===== config.mk =====
export PLATFORM = sky130hd
export DESIGN_NAME = wpt_match_unit
export DESIGN_NICKNAME = d
export VERILOG_FILES = /design/src/rtl/wpt_pkg.sv /design/src/rtl/wpt_regs.sv /design/src/rtl/wpt_lane_gen.sv /design/src/rtl/wpt_filter.sv /design/src/rtl/wpt_match_unit.sv
export SDC_FILE = /design/constraint.sdc
export NUM_CORES = 1
export LEC_CHECK = 0
export ABC_AREA = 1
export BUFFER_PORTS_ARGS = -buffer_cell sky130_fd_sc_hd__buf_2
export CORE_UTILIZATION = 46
export CTS_BUF_LIST = sky130_fd_sc_hd__clkbuf_8 sky130_fd_sc_hd__clkbuf_16
export DETAILED_ROUTE_END_ITERATION = 6
export PLACE_DENSITY = 0.78
export SYNTH_ARGS = -nofsm -noshare
export SYNTH_HDL_FRONTEND = slang
export SYNTH_SLANG_ARGS = --single-unit
export TNS_END_PERCENT = 10

===== constraint.sdc =====
create_clock -name clk -period 2.2 [get_ports clk]
set_input_delay 0.44 -clock clk [delete_from_list [all_inputs] [get_ports clk]]
set_output_delay 0.44 -clock clk [all_outputs]
set_load 0.05 [all_outputs]

===== src/rtl/wpt_pkg.sv =====
// Package: shared control-register type and constants for the watchpoint.
// Assumes an eight-lane (doubleword) byte window and a 32-bit data path.
package wpt_pkg;
    localparam int LANES  = 8;
    localparam int CTRL_W = 13;

    // Packed MSB-first so that bas sits at [12:5], dir at [4:3], prv at [2:1], en at [0].
    typedef struct packed {
        logic [LANES-1:0] bas;
        logic [1:0]       dir;
        logic [1:0]       prv;
        logic             en;
    } wpt_ctrl_t;
endpackage


===== src/rtl/wpt_regs.sv =====
// Module: software-visible address and control registers with read mux.
// Assumes a single write port; address bits [1:0] are not stored.
module wpt_regs
    import wpt_pkg::*;
#(
    parameter int ADDR_W = 32
) (
    input  logic              clk,
    input  logic              rst_n,
    input  logic              wr_en,
    input  logic              wr_sel,
    input  logic [ADDR_W-1:0] wr_data,
    input  logic              rd_sel,
    output logic [ADDR_W-1:0] rd_data,
    output logic [ADDR_W-1:0] value_q,
    output wpt_ctrl_t         ctrl_q
);
    localparam int PAD_W = ADDR_W - CTRL_W;

    // Address register: upper bits writable, low two bits held at zero.
    always_ff @(posedge clk) begin
        if (!rst_n)
            value_q <= '0;
        else if (wr_en && !wr_sel)
            value_q <= {wr_data[ADDR_W-1:2], 2'b00};
    end

    // Control register: low CTRL_W bits writable, cleared by reset.
    always_ff @(posedge clk) begin
        if (!rst_n)
            ctrl_q <= '0;
        else if (wr_en && wr_sel)
            ctrl_q <= wpt_ctrl_t'(wr_data[CTRL_W-1:0]);
    end

    // Read multiplexer, zero-extends the control register.
    always_comb begin
        if (rd_sel)
            rd_data = {{PAD_W{1'b0}}, ctrl_q};
        else
            rd_data = value_q;
    end


    value_low_zero_chk: assert property (@(posedge clk) disable iff (!rst_n)
        $past(wr_en && !wr_sel) |-> (value_q[1:0] == 2'b00));
endmodule


===== src/rtl/wpt_lane_gen.sv =====
// Module: converts an access offset and size code into the set of byte lanes
// it touches within its aligned doubleword. Bytes past lane 7 are dropped.
module wpt_lane_gen #(
    parameter int LANES = 8,
    localparam int OFF_W = $clog2(LANES),
    localparam int SUM_W = OFF_W + 2
) (
    input  logic [OFF_W-1:0] offset,
    input  logic [1:0]       size,
    output logic [LANES-1:0] lanes
);
    logic [SUM_W-1:0] nbytes;
    logic [SUM_W-1:0] first;
    logic [SUM_W-1:0] last_excl;

    // Byte count and exclusive end lane of the access.
    always_comb begin
        nbytes    = SUM_W'(1) << size;
        first     = SUM_W'(offset);
        last_excl = first + nbytes;
    end

    // One comparator pair per lane.
    for (genvar i = 0; i < LANES; i++) begin : g_lane
        assign lanes[i] = (SUM_W'(i) >= first) && (SUM_W'(i) < last_excl);
    end
endmodule


===== src/rtl/wpt_filter.sv =====
// Module: access-direction and privilege qualification. Reserved encodings
// (00) pass nothing because no bit of the field is set.
module wpt_filter (
    input  logic [1:0] dir,
    input  logic [1:0] prv,
    input  logic       is_store,
    input  logic       is_swap,
    input  logic       is_priv,
    output logic       pass
);
    logic as_load;
    logic as_store;
    logic dir_ok;
    logic prv_ok;

    // A swap counts as both a load and a store.
    always_comb begin
        as_load  = !is_store || is_swap;
        as_store =  is_store || is_swap;
        dir_ok   = (dir[0] && as_load) || (dir[1] && as_store);
        prv_ok   = (prv[0] && is_priv) || (prv[1] && !is_priv);
        pass     = dir_ok && prv_ok;
    end
endmodule


===== src/rtl/wpt_match_unit.sv =====
// Module: single data watchpoint. Combines the registers, the access lane
// generator and the filters, and registers the hit one clock after the access.
// Assumes the register contents sampled on the access cycle decide that access.
module wpt_match_unit
    import wpt_pkg::*;
#(
    parameter int ADDR_W = 32,
    localparam int OFF_W = $clog2(LANES),
    localparam int HALF  = LANES / 2
) (
    input  logic              clk,
    input  logic              rst_n,
    input  logic              reg_wr_en,
    input  logic              reg_wr_sel,
    input  logic [ADDR_W-1:0] reg_wr_data,
    input  logic              reg_rd_sel,
    output logic [ADDR_W-1:0] reg_rd_data,
    input  logic              acc_valid,
    input  logic [ADDR_W-1:0] acc_addr,
    input  logic [1:0]        acc_size,
    input  logic              acc_store,
    input  logic              acc_swap,
    input  logic              acc_excl,
    input  logic              acc_priv,
    output logic              hit
);
    logic [ADDR_W-1:0] value_q;
    wpt_ctrl_t         ctrl_q;
    logic [LANES-1:0]  acc_lanes;
    logic [LANES-1:0]  watch_lanes;
    logic              same_dword;
    logic              overlap;
    logic              filt_pass;
    logic              hit_d;

    wpt_regs #(.ADDR_W(ADDR_W)) u_regs (
        .clk     (clk),
        .rst_n   (rst_n),
        .wr_en   (reg_wr_en),
        .wr_sel  (reg_wr_sel),
        .wr_data (reg_wr_data),
        .rd_sel  (reg_rd_sel),
        .rd_data (reg_rd_data),
        .value_q (value_q),
        .ctrl_q  (ctrl_q)
    );

    wpt_lane_gen #(.LANES(LANES)) u_lanes (
        .offset (acc_addr[OFF_W-1:0]),
        .size   (acc_size),
        .lanes  (acc_lanes)
    );

    wpt_filter u_filter (
        .dir      (ctrl_q.dir),
        .prv      (ctrl_q.prv),
        .is_store (acc_store),
        .is_swap  (acc_swap),
        .is_priv  (acc_priv),
        .pass     (filt_pass)
    );

    // Fold low mask half onto the upper lanes when the address sits in the upper word.
    for (genvar i = 0; i < HALF; i++) begin : g_watch
        assign watch_lanes[i]      = ctrl_q.bas[i] && !value_q[OFF_W-1];
        assign watch_lanes[i+HALF] = ctrl_q.bas[i+HALF] ||
                                     (ctrl_q.bas[i] && value_q[OFF_W-1]);
    end

    // Doubleword compare and lane overlap.
    always_comb begin
        same_dword = (acc_addr[ADDR_W-1:OFF_W] == value_q[ADDR_W-1:OFF_W]);
        overlap    = same_dword && |(watch_lanes & acc_lanes);
        hit_d      = acc_valid && ctrl_q.en && filt_pass && overlap;
    end

    // Hit register.
    always_ff @(posedge clk) begin
        if (!rst_n)
            hit <= 1'b0;
        else
            hit <= hit_d;
    end


    hit_needs_enable_chk: assert property (@(posedge clk) disable iff (!rst_n)
        hit |-> $past(ctrl_q.en));

    hit_needs_mask_chk: assert property (@(posedge clk) disable iff (!rst_n)
        hit |-> $past(ctrl_q.bas != '0));

    hit_needs_dir_chk: assert property (@(posedge clk) disable iff (!rst_n)
        hit |-> $past(ctrl_q.dir != 2'b00));

    priv_only_chk: assert property (@(posedge clk) disable iff (!rst_n)
        (hit && $past(ctrl_q.prv == 2'b01)) |-> $past(acc_priv));

    hit_needs_valid_chk: assert property (@(posedge clk) disable iff (!rst_n)
        hit |-> $past(acc_valid));

    store_excl_hit_chk: assert property (@(posedge clk) disable iff (!rst_n)
        (acc_valid && acc_excl && acc_store && ctrl_q.en && ctrl_q.dir == 2'b10 &&
         ctrl_q.prv == 2'b11 && overlap) |=> hit);
endmodule


==> flow_summary.yaml, run 1 <==
run_status:
  outcome: "finished, final reports clean"
clock_tree:
  clk_path_buf_depth: 2
  cts_root_buffer: "clkbuf_8"
  cts_tree: "built"
  cts_buffers: 5
  hold_buffers: 0
  clock-sinks: 44
  cts_resized: 0
  cts_setup_buffers: 0
  clkSlewWorstSetupHoldPaths_ns: 0.08
  htree_levels: 2
  clkLatencyLatePin_ns: 0.29
power:
  vdd_drop_max_mv: 0.361
  leakagePower_nw: 1.53
  power_mw: 1.92
  power.density_mw_per_mm2: 612
global_route:
  grt_overflow_total: 0
  antenna_found_initial: 0
  track_usage: 0.235
  grt_pass1_wl_um: 10100
  grt_pass1_vias: 2356
  grt_max_degree: 56
sta:
  finalSetupViolCount: 0
  worst_clock_skew_ns: 0.00361
  worst_pin_slew_ns: 0.806
  finalHoldViolCount: 0
  slew_headroom: 0.462
  tns_ns: 0
  fin_crit_ns: 1.75
  slew_viol_final: 0
  finalHoldWorstSlack_ns: 0.385
  rsz0062_at_grt: "no"
  timing.fmax_mhz: 571
  finalCritPeriodShare: 0.796
routing:
  post_drt_wl_per_cell_um: 11.3
  routed_wl_um: 6120
  met2_length_um: 2900
  drcViolationCount: 0
  dr_wl_met3_um: 466
  drt-met1-wl_um: 2710
  vias: 2649
  drtAntennaViolNets: 0
  vias_per_cell: 4.88
  drtIter0Drc: 151
  first_pass_iters: 5
  dr.max_layer_used: "met4"
min_path:
  holdPathEnd: "u_regs.value_q[4]$_SDFFE_PN0P_"
  hold_path_class: "in2reg"
  hp-start: "reg_wr_data[4]"
  hold_depth: 3
critical_path:
  path_class: "in2reg"
  crit_arrival_ns: 1.94
  cp-end-kind: "flop"
  crit_fanout: 4
  reg2reg_slack_ns: 0.91
  r2r-end: "hit$_SDFF_PN0_"
  start_kind: "primary input"
  critical_path_required_ns: 2.39
  startpoint: "acc_size[0]"
  r2r-start: "u_regs.value_q[14]$_SDFFE_PN0P_"
  ff2ff_path_depth: 7
finish:
  diodes: 0
  drive_above_1_share: 0.266
  fin_util: 0.614
  nNetsFinal: 552
  area_growth_pct: 28.2
  fillCellCount: 503
synthesis:
  yosys_warnings: 0
  syn-num-nets: 451
  yosys.area.top_type: "dfxtp_1"
  synth_seq_area_share: 0.360
  synth_cell_types: 24
  ys_ff_latch: 44
  netlist_area_mm2: 0.00245
  synthCells: 371
  syn-mean-instance-area_um2: 6.60
  synth_top_cell_area_share: 0.360
  synthTopCellsByArea: "dfxtp_1 36%, o21ai_0 11%, nor2_1 9.4%"
place:
  place_congestion: 0.828
  portBuffers: 107
  dpl.hpwl_um: 4700
floorplanning:
  die-area_mm2: 0.00562
  core_area_mm2: 0.00511
  die_w_um: 74.9
  rows: 26
  fp.dieH_um: 74.9
  start_util: 0.479
  io_pins: 109
flow_run:
  max_cap_viol_count: 0
==> metal layers <==
layer / GRT usage / up-vias
met3: 0.0656 / 4
met5: 0 / -
li1: - / 1396
met4: 0.0566 / 0
met1: 0.285 / 1157
met2: 0.413 / 92
==> power breakdown <==
part           internal, mW  switching [mW]  total [mW]
logic                 0.184           0.335       0.518
clock network         0.251           0.271       0.522
registers             0.849          0.0323       0.881
total                  1.28           0.638        1.92
==> worst max-delay path: stages <==
cell	delay, ns
buf_2	0.11
nor2_1	0.05
ha_1	0.19
fa_1	0.38
or2_1	0.23
nand2_2	0.10
inv_2	0.06
nor2_2	0.07
nand2_1	0.06
nand2_1	0.05
nand3_1	0.07
nor2_1	0.08
nor2_1	0.04
==> metrics by stage <==
stage               std cells  worst slack, ns  instance area, um2
finish                    543            0.448                3140
global route              543            0.227                3140
CTS                       543            0.458                3140
detailed placement        535            0.141                3040
global placement          535            0.165                3040
floorplan                 371           -0.120                2450
==> worst max-delay path by stage <==
stage,endpoint,slack [ns]
6_report,hit$_SDFF_PN0_,0.45
5_1_grt,hit$_SDFF_PN0_,0.23
4_1_cts,hit$_SDFF_PN0_,0.46
3_5_place_dp,hit$_SDFF_PN0_,0.14
3_3_place_gp,hit$_SDFF_PN0_,0.16
2_1_floorplan,reg_rd_data[10],-0.12
==> cells in the mapped netlist, drive strengths merged <==
master and number:
a21o 1, a21oi 44, buf 2, clkbuf 14, dfxtp 44, fa 1, ha 3, inv 46
nand2 49, nand3 12, nand4 3, nor2 63, nor3 7, o21ai 56, o22ai 1, or2 3
xnor2 15, xor2 7
==> sequential cells by signal, indices dropped and copies added (netlist names) <==
| signal | count |
|---|---|
| hit | 1 |
| u_regs.ctrl_q | 13 |
| u_regs.value_q | 30 |
==> layout by cell type (no fill, tap or decap), types with 3 or more instances in the layout <==
| master | count |
|---|---|
| nand2_1 | 47 |
| buf_2 | 107 |
| xor2_1 | 7 |
| nor2_1 | 61 |
| o21ai_1 | 3 |
| nand4_1 | 3 |
| inv_1 | 45 |
| o21ai_0 | 52 |
| nand3_1 | 12 |
| xnor2_1 | 15 |
| a21oi_1 | 44 |
| dfxtp_1 | 44 |
| ha_1 | 3 |
| clkbuf_8 | 6 |
| nor3_1 | 7 |
==> logic make-up after synthesis <==
logic type | synth area share
AOI/OAI and AO/OA | 0.212
buffers and inverters | 0.0961
xor gates and xnor gates | 0.0787
and+or+nand+nor | 0.230
DFF | 0.360
adders and majority gates | 0.0235
==> layout make-up <==
| class | instances | area, um2 | share of cell area |
|---|---|---|---|
| Clock buffer | 6 | 82.6 | 0.0263 |
| Clock inverter | 2 | 11.3 | 0.00359 |
| Inverter | 46 | 173 | 0.0550 |
| Multi-Input combinational cell | 265 | 1330 | 0.424 |
| Sequential cell | 44 | 881 | 0.281 |
| Tap cell | 70 | 87.6 | 0.0279 |
| Timing Repair Buffer | 110 | 571 | 0.182 |
Note: power is estimated with default switching activity, not from simulation.
==> run 2: changes to the inputs <==
ABC_AREA = 0   (was 1)
CORE_UTILIZATION = 43   (was 46)
PLACE_DENSITY = 0.76   (was 0.78)
clock period = 1.5 ns   (was 2.2 ns; I/O delays follow)
==> flow_summary.yaml, run 2 <==
floorplanning:
  fp.dieH_um: 78.6
  io_pins: 109
  die_w_um: 78.6
  core_area_mm2: 0.00557
  rows: 27
  start_util: 0.453
  die-area_mm2: 0.00619
synthesis:
  yosys_warnings: 0
  synthTopCellsByArea: "dfxtp_1 35%, nand2_1 13%, a21boi_0 13%"
  synth_top_cell_area_share: 0.349
  yosysMostFrequentCell: "nand2_1"
  synth_edf_count: 0
  syn-num-nets: 390
  synth_commonest_cells: "90 x nand2_1, 44 x dfxtp_1, 43 x a21boi_0, 24 x nor2b_1, 16 x xnor2_1"
  async_flop_share: 0
  syn-mean-instance-area_um2: 8.15
  netlist_area_mm2: 0.00253
  synth_seq_area_share: 0.349
  synthCells: 310
  ys_ff_latch: 44
  yosys.area.top_type: "dfxtp_1"
  synth-main-ff-cell: "dfxtp_1"
  synth_cell_types: 35
routing:
  drtIter0Drc: 61
  routed_wl_um: 6920
  drcViolationCount: 0
  vias: 2516
  first_pass_iters: 4
  post_drt_wl_per_cell_um: 13.8
  vias_per_cell: 5.02
  drtAntennaViolNets: 0
sta:
  setup_slack_ns: -0.142
  finalHoldViolCount: 0
  tns_ns: -0.142
  worst_pin_slew_ns: 0.379
  finalHoldWorstSlack_ns: 0.255
  fin_crit_ns: 1.64
  rsz0062_at_grt: "yes"
  slew_headroom: 0.748
  finalSetupViolCount: 1
  worst_clock_skew_ns: 0.00371
  timing.fmax_mhz: 609
  finalCritPeriodShare: 1.09
  slew_viol_final: 0
power:
  p_sw_frac: 0.302
  seq_power_share: 0.483
  power_mw: 2.62
  vdd_drop_max_mv: 0.603
  clock_power_share: 0.260
  p_int_mw: 1.83
  power_frac_comb: 0.257
  leakagePower_nw: 1.56
  power.density_mw_per_mm2: 757
  switchingPower_uw: 794
critical_path:
  start_kind: "primary input"
  path_depth: 8
  path_buf_inv: 1
  path_cells: "buf_6 > nor2_2 > ha_4 > fa_2 > a22oi_2 > o31ai_2 > a22oi_2 > a311oi_2"
  crit_fanout: 3
  path_class: "in2reg"
  crit_arrival_ns: 1.83
  max_stage_delay_ns: 0.57
  path_common_cell: "a22oi_2"
  critical_path_required_ns: 1.69
  cp-end-kind: "flop"
  slowest_stage: "fa_2"
  cp_top_family: "adder cells"
  ff2ff_path_depth: 5
finish:
  diodes: 0
  layout.cells.non_filler: 501
  fin_util: 0.622
  mostFrequentLayoutCell: "buf_2"
  final_cell_mix: "101 x buf_2, 90 x nand2_1, 43 x a21boi_0"
  largestRegisters: "u_regs.value_q x30, u_regs.ctrl_q x13, hit x1"
  area_growth_pct: 37.2
  drive_above_1_share: 0.392
  nNetsFinal: 509
  final_area_mm2: 0.00347
  fillCellCount: 539
  regMostFlops: "u_regs.value_q"
  largest_reg_flops: 30
clock_tree:
  clk_path_buf_depth: 2
  clkLatencyLatePin_ns: 0.28
  cts_tree: "built"
  clock-sinks: 44
  htree_levels: 2
  clkSlewWorstSetupHoldPaths_ns: 0.08
  hold_buffers: 0
  cts_setup_buffers: 0
  cts_root_buffer: "clkbuf_8"
  cts_buffers: 5
run_status:
  violations: "negative setup slack"
  outcome: "finished, violations left"
global_route:
  met1_usage: 0.266
  busiest_layer: "met2"
  antenna_found_initial: 0
  grt_max_degree: 44
  met3_usage: 0.0465
  grtUsageMet2: 0.387
  grt_pass1_wl_um: 10800
  grt_overflow_total: 0
  track_usage: 0.223
  grt_pass1_vias: 2391
place:
  pre_cts_slack_ns: -0.468
  dp.cells: 495
  place_congestion: 0.878
  portBuffers: 107
  dpl.hpwl_um: 5040
  dpl-instance-area_mm2: 0.00326
min_path:
  hold_depth: 3
  hold_path_class: "in2reg"
flow_run:
  max_cap_viol_count: 0
[run 2: cell types whose count changed in the layout (fill, tap and decap cells not counted), sizes merged, moves of 11 or more]
| cell | before | now |
|---|---|---|
| o21ai | 56 | 3 |
| nand2 | 49 | 90 |
| nor2b | 0 | 24 |
| nor2 | 63 | 4 |
| a21oi | 44 | 5 |
| a21boi | 0 | 44 |
| mux2 | 0 | 11 |
| buf | 110 | 127 |
| inv | 47 | 2 |
[run 2: power groups by stage]
stage / Clock, mW / Combinational [mW] / Sequential (mW)
2_1_floorplan: 0 / 0.385 / 1.28
3_3_place_gp: 0 / 0.619 / 1.29
3_5_place_dp: 0 / 0.628 / 1.29
4_1_cts: 0.706 / 0.645 / 1.27
5_1_grt: 0.754 / 0.732 / 1.27
6_report: 0.682 / 0.675 / 1.27
[run 2: path summary, 6_finish.rpt]
check                                                     from                         endpoint  slack [ns]
worst max-delay path                               acc_size[1]                   hit$_SDFF_PN0_       -0.14
worst min-delay path                           reg_wr_data[24]  u_regs.value_q[24]$_SDFFE_PN0P_        0.25
worst max register to register  u_regs.value_q[3]$_SDFFE_PN0P_                   hit$_SDFF_PN0_       -0.05
worst min register to register  u_regs.ctrl_q[10]$_SDFFE_PN0P_   u_regs.ctrl_q[10]$_SDFFE_PN0P_        0.48
[run 2: cell families after synthesis]
family          count (synthesis)  share of synthesized area
flops                          44                      0.349
xor+xnor                       30                      0.104
buf+inv                        17                     0.0287
compound gates                 66                      0.195
simple gates                  136                      0.244
fa+ha+maj                       4                     0.0228
mux                            13                     0.0570
[run 2: tightest hold or removal path, delay by kind of cell]
family / cells / cell delay, ns
and+or+nand+nor: 1 / 0.04
AOI/OAI and AO/OA: 1 / 0.06
buffers and inverters: 1 / 0.09
[run 2: per-layer routing]
layer | up-vias | routed length, um
li1 | 1273 | -
met1 | 1143 | 2950
met2 | 86 | 3410
met3 | 14 | 422
met4 | 0 | 141
met5 | - | 0
[run 2: cell type report]
| class | instances | area [um2] | area share |
|---|---|---|---|
| Inverter | 1 | 3.75 | 0.00108 |
| Timing Repair Buffer | 128 | 739 | 0.213 |
| Clock buffer | 5 | 68.8 | 0.0198 |
| Tap cell | 72 | 90.1 | 0.0260 |
| Clock inverter | 2 | 8.76 | 0.00253 |
| Sequential cell | 44 | 887 | 0.256 |
| Multi-Input combinational cell | 249 | 1670 | 0.481 |
[run 2: repair_timing]
item	4_1_cts	5_1_grt
cloned	0	0
setup endpoints to repair	4	4
pin swaps	1	9
resized for setup	14	17
==> run 3: changes to the inputs <==
CORE_UTILIZATION = 44   (was 43)
SYNTH_HIERARCHICAL = 1   (was unset)
==> flow_summary.yaml, run 3 <==
power:
  power_mw: 2.99
  p_sw_frac: 0.299
  clock_power_share: 0.322
  p_int_mw: 2.09
  switchingPower_uw: 895
  leakagePower_nw: 1.71
  vdd_drop_max_mv: 0.585
  power.density_mw_per_mm2: 841
  power_frac_comb: 0.249
  seq_power_share: 0.429
routing:
  drtAntennaViolNets: 0
  post_drt_wl_per_cell_um: 13.5
  drtIter0Drc: 113
  drcViolationCount: 0
  routed_wl_um: 6720
  first_pass_iters: 4
  vias_per_cell: 5.02
  vias: 2489
critical_path:
  crit_arrival_ns: 2.16
  path_cells: "buf_6 > nor2_1 > ha_2 > fa_2 > xor2_2 > a211oi_2 > buf_4 > a2111oi_2 > a22oi_1 > a21oi_1 > a2111oi_2 > nor3_2"
  start_kind: "primary input"
  cp_top_family: "compound AO/OA/AOI/OAI gates"
  slowest_stage: "fa_2"
  crit_fanout: 5
  path_class: "in2reg"
  path_buf_inv: 2
  path_common_cell: "a2111oi_2"
  reg2reg_slack_ns: 0.14
  max_stage_delay_ns: 0.37
  cp-end-kind: "flop"
  critical_path_required_ns: 1.69
finish:
  largestRegisters: "u_regs/value_q x30, u_regs/ctrl_q x13, hit x1"
  multi_input_comb_area_mm2: 0.00173
  final_area_mm2: 0.00355
  final_cell_mix: "104 x buf_2, 78 x nand2_1, 43 x dfxtp_1"
  area_growth_pct: 29.9
  mostFrequentLayoutCell: "buf_2"
  largest_reg_flops: 30
  diodes: 0
  fin_util: 0.596
  fillCellCount: 538
  nNetsFinal: 500
  regMostFlops: "u_regs/value_q"
  drive_above_1_share: 0.380
  layout.cells.non_filler: 496
  seqCellArea_um2: 882
flow_run:
  max_cap_viol_count: 0
global_route:
  track_usage: 0.208
  grt_max_degree: 52
  grt_pass1_wl_um: 10500
  grt_pass1_vias: 2358
  antenna_found_initial: 0
  grt_overflow_total: 0
synthesis:
  yosys_warnings: 6
  synthCells: 307
  netlist_area_mm2: 0.00274
  syn-num-nets: 387
  syn-mean-instance-area_um2: 8.91
place:
  pre_cts_slack_ns: -0.976
  dpl-instance-area_mm2: 0.00340
  place_congestion: 0.802
  dp.cells: 487
  dpl.hpwl_um: 5190
  portBuffers: 107
floorplanning:
  die_w_um: 80.8
  fp.dieH_um: 80.8
  io_pins: 109
  rows: 28
  start_util: 0.459
  core_area_mm2: 0.00596
  die-area_mm2: 0.00654
sta:
  worst_pin_slew_ns: 0.358
  timing.fmax_mhz: 507
  finalSetupViolCount: 1
  slew_headroom: 0.759
  tns_ns: -0.471
  worst_clock_skew_ns: 0.00826
  rsz0062_at_grt: "yes"
  finalHoldWorstSlack_ns: 0.231
  fin_crit_ns: 1.97
  slew_viol_final: 0
  finalCritPeriodShare: 1.31
  setup_slack_ns: -0.471
  finalHoldViolCount: 0
clock_tree:
  cts_tree: "built"
  clock-sinks: 44
  clkLatencyLatePin_ns: 0.30
  clk_path_buf_depth: 2
  cts_buffers: 5
  cts_root_buffer: "clkbuf_8"
  htree_levels: 2
  clkSlewWorstSetupHoldPaths_ns: 0.09
  hold_buffers: 0
min_path:
  hold_path_class: "in2reg"
run_status:
  outcome: "finished, violations left"
  violations: "negative setup slack"
-- run 3: cell types whose count changed in the layout (fill, tap and decap cells not counted), moves of 5 or more --
cell,change
xnor2_1,-15
a21boi_0,-43
buf_4,-7
mux2i_1,+41
nand4_1,+5
nand2_1,-12
xor2_1,+16
-- run 3: power by group through the flow --
stage	Sequential [mW]	Clock, mW	Combinational, mW
4_1_cts	1.28	0.981	0.744
3_3_place_gp	1.31	0	0.712
6_report	1.28	0.962	0.744
5_1_grt	1.29	1.02	0.805
2_1_floorplan	1.29	0	0.498
3_5_place_dp	1.31	0	0.729
-- run 3: final timing paths --
kind                                    from  cells past startpoint                         endpoint
min                          reg_wr_data[17]                      3  u_regs/value_q[17]$_SDFFE_PN0P_
max                              acc_size[1]                     12                   hit$_SDFF_PN0_
max reg2reg  u_regs/value_q[29]$_SDFFE_PN0P_                      5                   hit$_SDFF_PN0_
min reg2reg    u_regs/ctrl_q[1]$_SDFFE_PN0P_                      2    u_regs/ctrl_q[1]$_SDFFE_PN0P_
-- run 3: layout make-up --
class	instances	share of cell area
multi-input cells	241	0.486
repair buffers	123	0.199
clock inverters	2	0.0109
flip-flops and latches	44	0.248
well taps	75	0.0264
clock buffers	6	0.0232
inverters	5	0.00528
-- run 3: layer usage --
metal	up-vias	part of all wire	global-route usage
li1	1265	-	-
met1	1144	0.43	0.250
met2	71	0.50	0.354
met3	9	0.062	0.0640
met4	0	0.011	0.0589
met5	-	0	0
-- run 3: tightest hold or removal path, cell delays in order --
cell,delay (ns)
buf_2,0.09
nand2_1,0.04
mux2i_1,0.05
-- run 3: what timing repair did --
action / 4_1_cts / 5_1_grt
gates cloned: 0 / 0
buffers inserted: 1 / 0
endpoints found under the setup margin: 2 / 2
pin swaps: 1 / 0
gates resized for setup: 6 / 1
